[src/rtl/bhd_pkg.sv]
`timescale 1ns/1ps
package bhd_pkg;
  typedef enum logic [2:0] {
    ST_IDLE,
    ST_REQ,
    ST_WR,
    ST_RD,
    ST_CAP,
    ST_ACK,
    ST_REL
  } bhd_state_t;

  typedef enum logic {
    DIR_IN  = 1'b0,
    DIR_OUT = 1'b1
  } bhd_dir_t;
endpackage

[src/rtl/bhd_addr_ctr.sv]
`timescale 1ns/1ps
module bhd_addr_ctr #(
  parameter int AW = 8
) (
  input  logic          clk,
  input  logic          rst,
  input  logic          load,
  input  logic [AW-1:0] load_val,
  input  logic          step,
  output logic [AW-1:0] addr
);
  localparam logic [AW-1:0] ONE = AW'(1);

  always_ff @(posedge clk) begin
    if (rst)       addr <= '0;
    else if (load) addr <= load_val;
    else if (step) addr <= addr + ONE;
  end
endmodule

[src/rtl/bhd_word_ctr.sv]
`timescale 1ns/1ps
module bhd_word_ctr #(
  parameter int CW = 8
) (
  input  logic          clk,
  input  logic          rst,
  input  logic          load,
  input  logic [CW-1:0] load_val,
  input  logic          step,
  output logic          wrap
);
  localparam int SW = CW + 1;

  logic [CW-1:0] cnt;
  logic [SW-1:0] sum;

  always_comb begin
    sum  = {1'b0, cnt} + SW'(1);
    wrap = step && sum[CW];
  end

  always_ff @(posedge clk) begin
    if (rst)       cnt <= '0;
    else if (load) cnt <= load_val;
    else if (step) cnt <= sum[CW-1:0];
  end

  // The cycle after a carry, the count has rolled over to zero.
  p_wrap_zero_r8: assert property (@(posedge clk) disable iff (rst)
    (wrap && !load) |=> (cnt == '0));
endmodule

[src/rtl/bhd_seq.sv]
`timescale 1ns/1ps
module bhd_seq
  import bhd_pkg::*;
(
  input  logic clk,
  input  logic rst,
  input  logic armed,
  input  logic req_flag,
  input  logic bus_grant,
  input  logic dir_out,
  output logic idle,
  output logic cap_en,
  output logic bus_hold,
  output logic mem_wr,
  output logic mem_rd,
  output logic dev_ack
);
  bhd_state_t st, st_n;

  always_comb begin
    st_n = st;
    unique case (st)
      ST_IDLE: if (armed && req_flag) st_n = ST_REQ;
      ST_REQ:  if (bus_grant) st_n = dir_out ? ST_RD : ST_WR;
      ST_WR:   st_n = ST_ACK;
      ST_RD:   st_n = ST_CAP;
      ST_CAP:  st_n = ST_ACK;
      ST_ACK:  st_n = ST_REL;
      ST_REL:  if (!bus_grant) st_n = ST_IDLE;
      default: st_n = ST_IDLE;
    endcase
  end

  always_comb begin
    idle   = (st == ST_IDLE);
    cap_en = (st == ST_CAP);
  end

  always_ff @(posedge clk) begin
    if (rst) begin
      st       <= ST_IDLE;
      bus_hold <= 1'b0;
      mem_wr   <= 1'b0;
      mem_rd   <= 1'b0;
      dev_ack  <= 1'b0;
    end else begin
      st       <= st_n;
      bus_hold <= (st_n == ST_REQ) || (st_n == ST_WR) || (st_n == ST_RD) ||
                  (st_n == ST_CAP) || (st_n == ST_ACK);
      mem_wr   <= (st_n == ST_WR);
      mem_rd   <= (st_n == ST_RD);
      dev_ack  <= (st_n == ST_ACK);
    end
  end

  // a memory strobe starts only after the grant was sampled high.
  p_grant_seen_r3: assert property (@(posedge clk) disable iff (rst)
    ($rose(mem_wr) || $rose(mem_rd)) |-> $past(bus_grant));
  // at most one move strobe at a time; acknowledge is one cycle wide.
  p_one_move_r6: assert property (@(posedge clk) disable iff (rst)
    $onehot0({mem_wr, mem_rd, dev_ack}));
  p_ack_single_r6: assert property (@(posedge clk) disable iff (rst)
    dev_ack |=> !dev_ack);
  // hold is released after the acknowledge and stays low while the grant lingers.
  p_hold_drop_r7: assert property (@(posedge clk) disable iff (rst)
    dev_ack |=> !bus_hold);
  p_rel_wait_r7: assert property (@(posedge clk) disable iff (rst)
    (st == ST_REL && bus_grant) |=> !bus_hold);
endmodule

[src/rtl/bushold_dma.sv]
`timescale 1ns/1ps
module bushold_dma
  import bhd_pkg::*;
#(
  parameter int AW = 8,
  parameter int CW = 8,
  parameter int DW = 16
) (
  input  logic          clk,
  input  logic          rst,
  input  logic          cfg_load,
  input  logic          cfg_dir,
  input  logic [AW-1:0] cfg_addr,
  input  logic [CW-1:0] cfg_cnt,
  input  logic          irq_clr,
  input  logic          dev_strobe,
  input  logic [DW-1:0] dev_wdata,
  output logic          dev_ack,
  output logic [DW-1:0] dev_rdata,
  output logic          bus_hold,
  input  logic          bus_grant,
  output logic [AW-1:0] mem_addr,
  output logic          mem_wr,
  output logic          mem_rd,
  output logic [DW-1:0] mem_wdata,
  input  logic [DW-1:0] mem_rdata,
  output logic          busy,
  output logic          irq
);
  logic     armed, req_flag, irq_q;
  bhd_dir_t dir_q;
  logic [DW-1:0] hold_buf;
  logic     idle, cap_en, wrap, load_ok, accept;

  assign load_ok = cfg_load && idle;
  assign accept  = dev_strobe && armed && !req_flag;

  bhd_seq u_seq (
    .clk      (clk),
    .rst      (rst),
    .armed    (armed),
    .req_flag (req_flag),
    .bus_grant(bus_grant),
    .dir_out  (dir_q == DIR_OUT),
    .idle     (idle),
    .cap_en   (cap_en),
    .bus_hold (bus_hold),
    .mem_wr   (mem_wr),
    .mem_rd   (mem_rd),
    .dev_ack  (dev_ack)
  );

  bhd_addr_ctr #(.AW(AW)) u_addr (
    .clk     (clk),
    .rst     (rst),
    .load    (load_ok),
    .load_val(cfg_addr),
    .step    (dev_ack),
    .addr    (mem_addr)
  );

  bhd_word_ctr #(.CW(CW)) u_words (
    .clk     (clk),
    .rst     (rst),
    .load    (load_ok),
    .load_val(cfg_cnt),
    .step    (dev_ack),
    .wrap    (wrap)
  );

  always_ff @(posedge clk) begin
    if (rst) begin
      armed    <= 1'b0;
      req_flag <= 1'b0;
      irq_q    <= 1'b0;
      dir_q    <= DIR_IN;
    end else begin
      if (load_ok) begin
        armed <= 1'b1;
        dir_q <= bhd_dir_t'(cfg_dir);
      end else if (wrap) begin
        armed <= 1'b0;
      end

      if (load_ok)      req_flag <= 1'b0;
      else if (dev_ack) req_flag <= 1'b0;
      else if (accept)  req_flag <= 1'b1;

      if (load_ok)      irq_q <= 1'b0;
      else if (wrap)    irq_q <= 1'b1;
      else if (irq_clr) irq_q <= 1'b0;
    end
  end

  always_ff @(posedge clk) begin
    if (rst)                           hold_buf <= '0;
    else if (accept && dir_q == DIR_IN) hold_buf <= dev_wdata;
    else if (cap_en)                   hold_buf <= mem_rdata;
  end

  assign dev_rdata = hold_buf;
  assign mem_wdata = hold_buf;
  assign busy      = armed;
  assign irq       = irq_q;

  // each acknowledge advances the address by one.
  p_addr_step_r6: assert property (@(posedge clk) disable iff (rst)
    dev_ack |=> (mem_addr == $past(mem_addr) + AW'(1)));
  // the interrupt only rises right after a word was acknowledged.
  p_irq_on_last_r8: assert property (@(posedge clk) disable iff (rst)
    $rose(irq) |-> $past(dev_ack));
  // the interrupt is sticky.
  p_irq_sticky_r9: assert property (@(posedge clk) disable iff (rst)
    (irq && !irq_clr && !cfg_load) |=> irq);
  // with no block armed and the bus released, no request appears.
  p_ignore_idle_r10: assert property (@(posedge clk) disable iff (rst)
    (!busy && !bus_hold && !cfg_load) |=> !bus_hold);
endmodule

[config.mk]
export PLATFORM = sky130hd
export DESIGN_NAME = bushold_dma
export DESIGN_NICKNAME = d
export VERILOG_FILES = /design/src/rtl/bhd_pkg.sv /design/src/rtl/bhd_addr_ctr.sv /design/src/rtl/bhd_word_ctr.sv /design/src/rtl/bhd_seq.sv /design/src/rtl/bushold_dma.sv
export SDC_FILE = /design/constraint.sdc
export NUM_CORES = 1
export LEC_CHECK = 0
export ABC_AREA = 1
export BUFFER_PORTS_ARGS = -buffer_cell sky130_fd_sc_hd__buf_2
export CORE_MARGIN = 2
export CORE_UTILIZATION = 43
export DETAILED_ROUTE_END_ITERATION = 10
export GPL_ROUTABILITY_DRIVEN = 0
export PLACE_DENSITY = 0.77
export SYNTH_ARGS = -nofsm -noshare
export SYNTH_HDL_FRONTEND = slang
export SYNTH_SLANG_ARGS = --single-unit
[constraint.sdc]
create_clock -name clk -period 1.21 [get_ports clk]
set_input_delay 0.0605 -clock clk [delete_from_list [all_inputs] [get_ports clk]]
set_output_delay 0.0605 -clock clk [all_outputs]
set_load 0.005 [all_outputs]
After elaboration in Yosys (flattened, before gate mapping):

Cells that the tools add are included.

* word-level logic and storage cells: 60
* bits of input ports: 55
* register bits after elaboration: 43

* muxes and demuxes: 15
* equality and inequality tests: 11
* reductions and logical operators: 19
* add/subtract/negate cells: 2
* bitwise logic cells: 1

Operator list (number)
* $mux W16: 2
* $mux W8: 4
* $pmux W3 S6: 1
* $eq A3 B3 Y1 const B: 5
* $eq A3 B2 Y1 const B: 4
* $add A8 B1 Y9 const B: 1
* $mux W3: 3
* $add A8 B1 Y8 const B: 1
* $reduce_bool A2 Y1: 4
* $eq A3 B1 Y1 const B: 2
* $logic_and A1 B1 Y1: 6
* $mux W1: 5
* $logic_or A1 B1 Y1: 4
* $reduce_or A2 Y1: 2
* $logic_not A3 Y1: 1
* $reduce_or A3 Y1: 1
* $logic_not A1 Y1: 1
* $not A1 Y1: 1

Depth between registers and ports, before layout:

Gate-level depths: netlist (run 1).

* depth after elaboration: 8
* mapped depth: 9
* gate-level depth less buffers: 9

Modules after synthesis:

Synthesis (run 1) repeated with hierarchy kept, for this count alone.

* cell total of the unflattened synthesis: 365
* area total of the unflattened synthesis: 2447.3 um^2

By module, submodules not included
* bushold_dma: sequential area each 400.4 um^2, times used 1, area an instance 1153.6 um^2, cells an instance 177
* bhd_word_ctr: sequential area each 160.2 um^2, times used 1, area an instance 494.2 um^2, cells an instance 74
* bhd_addr_ctr: sequential area each 160.2 um^2, times used 1, area an instance 489.2 um^2, cells an instance 70
* bhd_seq: sequential area each 140.1 um^2, times used 1, area an instance 310.3 um^2, cells an instance 44

Worst setup path after synthesis (run 1):

OpenSTA, ideal clock, no wires.

* path kind: register -> register
* from: register u_seq.st[1]
* to: register u_words.cnt[5]
* period minus slack after synthesis: 1168 ps
* buffers on the path: 1
* data required time: 1081 ps
* path slack: 42 ps
* stages on the path, launching flop included: 8
* arrival time: 1039 ps
* cells stage by stage: dfxtp_1 -> nor2_4 -> nand3_4 -> buf_6 -> nand2_1 -> nor2_1 -> nor2_1 -> nor2_1

* word-level cells in the longest chain between the ends: 3

Ends and longest elaborated chain
* start, declared: RTL line bhd_seq.sv:18 `bhd_state_t st, st_n;`
* start signal, assigned: RTL line bhd_seq.sv:47 `st <= st_n;`
* $logic_not A3 Y1 *: RTL line bhd_seq.sv:35 `idle = (st == ST_IDLE);`
* $logic_and A1 B1 Y1 *: RTL line bushold_dma.sv:35 `assign load_ok = cfg_load && idle;`
* $mux W8 / $reduce_bool A2 Y1 (equally long branches)
* end signal, assigned: RTL line bhd_word_ctr.sv:24 `else if (load) cnt <= load_val;`
* end signal, assigned: RTL line bhd_word_ctr.sv:25 `else if (step) cnt <= sum[CW-1:0];`
* end, declared: RTL line bhd_word_ctr.sv:14 `logic [CW-1:0] cnt;`

Every way passes the cells marked *; elsewhere a longest branch is shown, timed or not.
A chain may end at the register's enable or synchronous reset.

Worst setup path after layout (run 1):

* from: register u_seq.st[1]
* to: register u_words.cnt[6]

The elaborated chain is that of the path after synthesis.

==> metrics.yaml, run 1 <==
placement:
  placed_cell_area_sq_mm: 0.00285
  dp.cells: 492
  dp.final_hpwl_um: 4340
  io_buffer_count: 100
  post-place-ws_ns: -0.0664
sta:
  skew_ns: 0.00583
  period_minus_slack_ns: 1.27
  finalHoldViolCount: 0
  finalCritPeriodShare_pct: 105
  slew_headroom_pct: 80.6
  setup_viol: 9
  rsz0062_at_grt: "yes"
  finalMaxSlewViolations: 0
  fmax_mhz: 789
  worst_slack_ns: -0.0566
  worst_pin_slew_ns: 0.291
grt:
  grt_pass1_wl_um: 9690
  grt_util_met2_pct: 34.0
  busiest_layer: "met2"
  grt_pass1_vias: 2134
  grt_max_degree: 17
  use_met3_pct: 5.06
  grt_antenna_before_repair: 0
  grt_use_met1_pct: 25.6
  grt_overflow_total: 0
  grt.total_usage_pct: 20.3
detailed_routing:
  drt-initial-drc-count: 85
  dr.pass1.iters: 4
  vias: 2508
  wirelength_um: 6200
  drc_errors: 0
  viasPerCell: 4.93
  detail-route-antenna-nets: 0
  wl_per_cell_um: 12.2
worst_setup_path:
  required_ns: 1.40
  cp_max_fo: 6
  worst_setup_path_end_kind: "flop"
  worst-endpoint-arrival_ns: 1.46
  critPathLaunchType: "flop"
  setup.worst_path.class: "flop to flop"
finish:
  area_growth_pct: 42.0
  final_area_sq_mm: 0.00323
  multi_input_area_sq_mm: 0.00123
  fin_cells: 509
  regArea_sq_um: 876
  drive_above_1_share_pct: 43.1
  antenna_cells: 0
  fill_cells: 470
  fin_nets: 495
synth:
  yosysMostFrequentCell: "nand2_1"
  synth_cell_types: 32
  synthesis.area_sq_mm: 0.00227
  synth_area_leaders: "dfxtp_1 38%, nand2_1 15%, nand3_1 7.5%"
  synth_top_area_share_pct: 37.9
  synth_cells: 325
  synthTopCellsByCount: "90 x nand2_1, 43 x dfxtp_1, 34 x nand3_1"
  synth-seq-cells: 43
  synth_top_flop_cell: "dfxtp_1"
  synth_edf_count: 0
  syn_avg_cell_area_sq_um: 7.00
  synth_top_area_cell: "dfxtp_1"
  yosysSeqAreaShare_pct: 37.9
  synthesis.nets: 382
  ys_warn_count: 0
  async_flop_share_pct: 0
floorplanning:
  start_util_pct: 44.5
  coreArea_sq_mm: 0.00511
  rows: 26
  ios: 101
  die_w_um: 76.7
  fp.dieArea_sq_mm: 0.00588
  fp.dieH_um: 76.7
hold_path:
  hold_path_class: "input port to flop"
clock_network:
  cts_max_path_buffers: 2
  clkLatencyLatePin_ns: 0.29
  htreeDepth: 2
  root_buffer: "clkbuf_8"
  numCtsBuffers: 5
  cts_tree: "done"
  clock_sinks: 43
  path_clk_slew_ns: 0.08
outcome:
  status: "finished with violations"
  failed_checks: "negative setup slack"
run:
  drv_cap: 0
power:
  finalPower_mw: 3.56
  vdd_drop_max_uv: 547
  powerDensity_mw_per_mm2: 1100
  power.leakage_nw: 1.58
## sequential cells by signal, indices dropped and copies added (netlist names)
signal / cells
dev_rdata: 16
u_addr.addr: 8
u_words.cnt: 8
u_seq.st: 3
busy: 1
dir_q: 1
irq: 1
req_flag: 1
u_seq.bus_hold: 1
u_seq.dev_ack: 1
u_seq.mem_rd: 1
u_seq.mem_wr: 1
## worst max-delay path, stage by stage (launching register included)
cell and delay, ns:
dfxtp_4 0.37, nor2_4 0.17, nand3_4 0.15, nand2_4 0.11
inv_1 0.12, nor3_2 0.20, nor2_2 0.05
## cell usage in the layout (no fill, tap or decap), types with 3 or more instances in the layout
cell and n:
buf_4 24, nand4_1 3, a31oi_1 16, buf_2 100
nand2_2 5, inv_1 25, o21ai_1 6, inv_4 3
clkbuf_8 7, nand3_1 34, dfxtp_2 6, nand2_4 5
o211ai_1 3, inv_2 3, buf_6 7, o21ai_0 4
nand2_1 82, o21ai_2 4, a21oi_1 9, nor2_1 22
nor3_1 3, dfxtp_1 35, nor2_2 5
## area by class of cell
cell class | instances | area share [%]
flip-flops and latches | 43 | 27.1
clock buffers | 8 | 3.10
inverters | 33 | 4.69
well taps | 70 | 2.71
multi-input cells | 222 | 38.2
repair buffers | 133 | 24.1
## power breakdown
part | internal (mW) | switching [mW]
combinational | 0.452 | 0.486
sequential | 1.53 | 0.0946
clock | 0.521 | 0.477
total | 2.50 | 1.06
## worst paths after layout
path | depth (start not counted) | from | endpoint | slack (ns)
setup / recovery | 6 | u_seq.st[1]$_SDFF_PP0_ | u_words.cnt[6]$_SDFFE_PP0P_ | -0.06
hold / removal | 4 | irq_clr | irq$_SDFFE_PP0P_ | 0.01
setup reg to reg | 6 | u_seq.st[1]$_SDFF_PP0_ | u_words.cnt[6]$_SDFFE_PP0P_ | -0.06
hold reg to reg | 2 | irq$_SDFFE_PP0P_ | irq$_SDFFE_PP0P_ | 0.47
## stage by stage
step / hold slack, ns / setup TNS [ns] / utilization (%)
6_report: 0.00973 / -0.218 / 63.2
5_1_grt: 0.0132 / -1.32 / 63.2
4_1_cts: 0.00757 / -0.0540 / 58.9
3_5_place_dp: 0.323 / -1.14 / 55.8
3_3_place_gp: 0.312 / -0.0478 / 55.8
2_1_floorplan: 0.204 / 0 / -
## metal layers
layer | vias up | routed length (um) | part of all wire, %
li1 | 1274 | - | -
met1 | 1156 | 2690 | 43
met2 | 73 | 3110 | 50
met3 | 5 | 336 | 5.4
met4 | 0 | 70 | 1.1
met5 | - | 0 | 0
## cell families (layout without fill, tap and decap cells)
family	Yosys count	in the layout	synth area share, %
and+or+nand+nor	170	171	33.1
buffers and inverters	61	174	14.2
AOI/OAI and AO/OA	47	47	13.0
DFF	43	43	37.9
adders and majority gates	2	2	1.10
xor gates and xnor gates	2	2	0.771
## timing repair
action	CTS	global route
buffers inserted	1	5
gates cloned	1	0
hold endpoints to repair	1	1
gates resized for setup	12	54
setup endpoints to repair	34	34
hold buffers	1	1
pin swaps	3	19
(Power assumes the default switching activity.)
==> inputs of run 2 (changes only) <==
--- a/config.mk
+++ b/config.mk
@@ -5,13 +5,12 @@
 export SDC_FILE = /design/constraint.sdc
 export NUM_CORES = 1
 export LEC_CHECK = 0
-export ABC_AREA = 1
 export BUFFER_PORTS_ARGS = -buffer_cell sky130_fd_sc_hd__buf_2
 export CORE_MARGIN = 2
-export CORE_UTILIZATION = 43
+export CORE_UTILIZATION = 41
 export DETAILED_ROUTE_END_ITERATION = 10
 export GPL_ROUTABILITY_DRIVEN = 0
-export PLACE_DENSITY = 0.77
+export PLACE_DENSITY = 0.75
 export SYNTH_ARGS = -nofsm -noshare
 export SYNTH_HDL_FRONTEND = slang
 export SYNTH_SLANG_ARGS = --single-unit
==> run 2 against run 1 <==
- the flow still finishes with violations (negative setup slack)
- die area shrank 3.0%
- power is 5.6% lower
- clock skew about the same
- non-clock buffer count down 3
- flip-flop and latch count did not move
- combinational power down 34%
- area after synthesis shrank 7.7%
- critical path depth did not move
- clock power increased by 15%
- global-route usage fell by 4.0 points
- fmax up 1.7%
- final cell count is 19% lower
- largest power group unchanged
==> metrics.yaml, run 2 <==
run:
  drv_cap: 0
floorplanning:
  fp.dieArea_sq_mm: 0.00571
  rows: 26
  die_w_um: 75.5
  fp.dieH_um: 75.5
  start_util_pct: 41.9
  ios: 101
  coreArea_sq_mm: 0.00501
finish:
  final_common_cell: "buf_2"
  fin_cells: 411
  largest_reg_flops: 16
  fin_nets: 397
  drive_above_1_share_pct: 50.1
  area_growth_pct: 44.6
  postLayoutCoreUtil_pct: 60.6
  final_cell_mix: "100 x buf_2, 34 x dfxtp_1, 32 x nor2_1"
  fill_cells: 481
  antenna_cells: 0
detailed_routing:
  drt-initial-drc-count: 29
  detail-route-antenna-nets: 0
  drc_errors: 0
  wl_per_cell_um: 13.4
  viasPerCell: 4.91
  vias: 2016
  dr.pass1.iters: 4
  wirelength_um: 5500
clock_network:
  path_clk_slew_ns: 0.08
  clkLatencyLatePin_ns: 0.30
  cts_tree: "done"
  root_buffer: "clkbuf_8"
  numCtsBuffers: 5
  htreeDepth: 2
  clock_sinks: 43
  cts_max_path_buffers: 2
grt:
  grt.total_usage_pct: 16.3
  grt_overflow_total: 0
  grt_pass1_wl_um: 7020
  grt_pass1_vias: 1601
  grt_antenna_before_repair: 0
  grt_max_degree: 34
synth:
  yosysSeqAreaShare_pct: 41.0
  synth_edf_count: 0
  synth_cell_types: 32
  synthTopCellsByCount: "43 x dfxtp_1, 40 x nor2_1, 32 x a211oi_1"
  synth_area_leaders: "dfxtp_1 41%, a211oi_1 11%, mux2i_1 8.6%"
  async_flop_share_pct: 0
  synth_top_area_cell: "dfxtp_1"
  synth_top_flop_cell: "dfxtp_1"
  ys_warn_count: 0
  synth-seq-cells: 43
  yosysMostFrequentCell: "dfxtp_1"
  syn_avg_cell_area_sq_um: 9.01
  synth_top_area_share_pct: 41.0
  synth_cells: 233
  synthesis.nets: 290
  synthesis.area_sq_mm: 0.00210
sta:
  period_minus_slack_ns: 1.25
  finalHoldViolCount: 0
  worst_slack_ns: -0.0360
  fmax_mhz: 803
  slew_headroom_pct: 83.2
  hold_ws_ns: 0.0418
  skew_ns: 0.00537
  finalCritPeriodShare_pct: 103
  setup_viol: 3
  worst_pin_slew_ns: 0.250
  rsz0062_at_grt: "yes"
  finalMaxSlewViolations: 0
power:
  power.leakage_nw: 1.33
  vdd_drop_max_uv: 632
  powerDensity_mw_per_mm2: 1110
  finalPower_mw: 3.36
placement:
  dp.cells: 390
  dp.final_hpwl_um: 3500
  io_buffer_count: 100
  post-place-ws_ns: -0.0412
worst_setup_path:
  cpMaxStageDelayCell: "dfxtp_4"
  worst_setup_path_end_kind: "flop"
  crit_top_cell: "buf_6"
  reg2regPathDepth: 6
  critPathMaxStageDelay_ns: 0.36
  setup.worst_path.class: "flop to flop"
  required_ns: 1.39
  cp_max_fo: 8
  critPathLaunchType: "flop"
  worst-endpoint-arrival_ns: 1.43
  crit_chain: "nor2_4 > nand3b_1 > buf_6 > buf_6 > nor2_1 > a211oi_2"
hold_path:
  min_path_cells: 3
  hold_path_class: "input port to flop"
outcome:
  status: "finished with violations"
  failed_checks: "negative setup slack"
run 2: power breakdown:
part	internal, mW	switching [mW]
sequential	1.51	0.0817
combinational	0.337	0.278
clock	0.668	0.486
run 2: routing by layer:
metal | track usage (%) | part of all wire (%) | wire length, um | vias to the layer above
li1 | - | - | - | 1019
met1 | 18.8 | 42 | 2310 | 915
met2 | 28.9 | 50 | 2760 | 74
met3 | 5.16 | 6.8 | 376 | 8
met4 | 4.68 | 1.0 | 57 | 0
met5 | 0 | 0 | 0 | -
run 2: critical path, delay by kind of cell, from the launching register on:
family                 cells  cell delay, ns
and+or+nand+nor            3            0.40
AOI/OAI and AO/OA          1            0.07
DFF                        1            0.36
buffers and inverters      2            0.29
run 2: final cells by class:
class / instances / area, sq um / area share [%]
inverters: 3 / 11.3 / 0.371
clock inverters: 2 / 35.0 / 1.15
multi-input cells: 157 / 1120 / 37.0
flip-flops and latches: 43 / 882 / 29.1
repair buffers: 130 / 812 / 26.8
clock buffers: 6 / 82.6 / 2.72
well taps: 70 / 87.6 / 2.89
run 2: cells by family after synthesis:
group | after synthesis | synth area share, %
and+or+nand+nor | 76 | 17.6
AOI/OAI and AO/OA | 45 | 14.9
DFF | 43 | 41.0
buffers and inverters | 34 | 10.4
muxes | 18 | 8.59
xor gates and xnor gates | 15 | 6.26
adders and majority gates | 2 | 1.19
run 2: what timing repair did:
item / in CTS / in global routing
hold buffers: 1 / 0
resized for setup: 4 / 35
setup buffers: 0 / 8
setup endpoints to repair: 20 / 26
pin swaps: 2 / 26
endpoints found under the hold margin: 1 / 0
gates cloned: 1 / 3
run 2: path summary, 6_finish.rpt:
kind | from | end | slack (ns)
max | u_seq.st[1]$_SDFF_PP0_ | u_addr.addr[3]$_SDFFE_PP0P_ | -0.04
min | dev_wdata[6] | dev_rdata[6]$_SDFFE_PP0P_ | 0.04
max reg2reg | u_seq.st[1]$_SDFF_PP0_ | u_addr.addr[3]$_SDFFE_PP0P_ | -0.04
min reg2reg | dir_q$_SDFFE_PP0P_ | u_seq.mem_rd$_SDFF_PP0_ | 0.50
run 2: through the flow:
stage               TNS (ns)  cell area, sq um
detailed placement   -0.0605              2640
CTS                        0              2800
floorplan             -0.224              2100
finish               -0.0460              3030
global route          -0.873              3030
global placement           0              2640
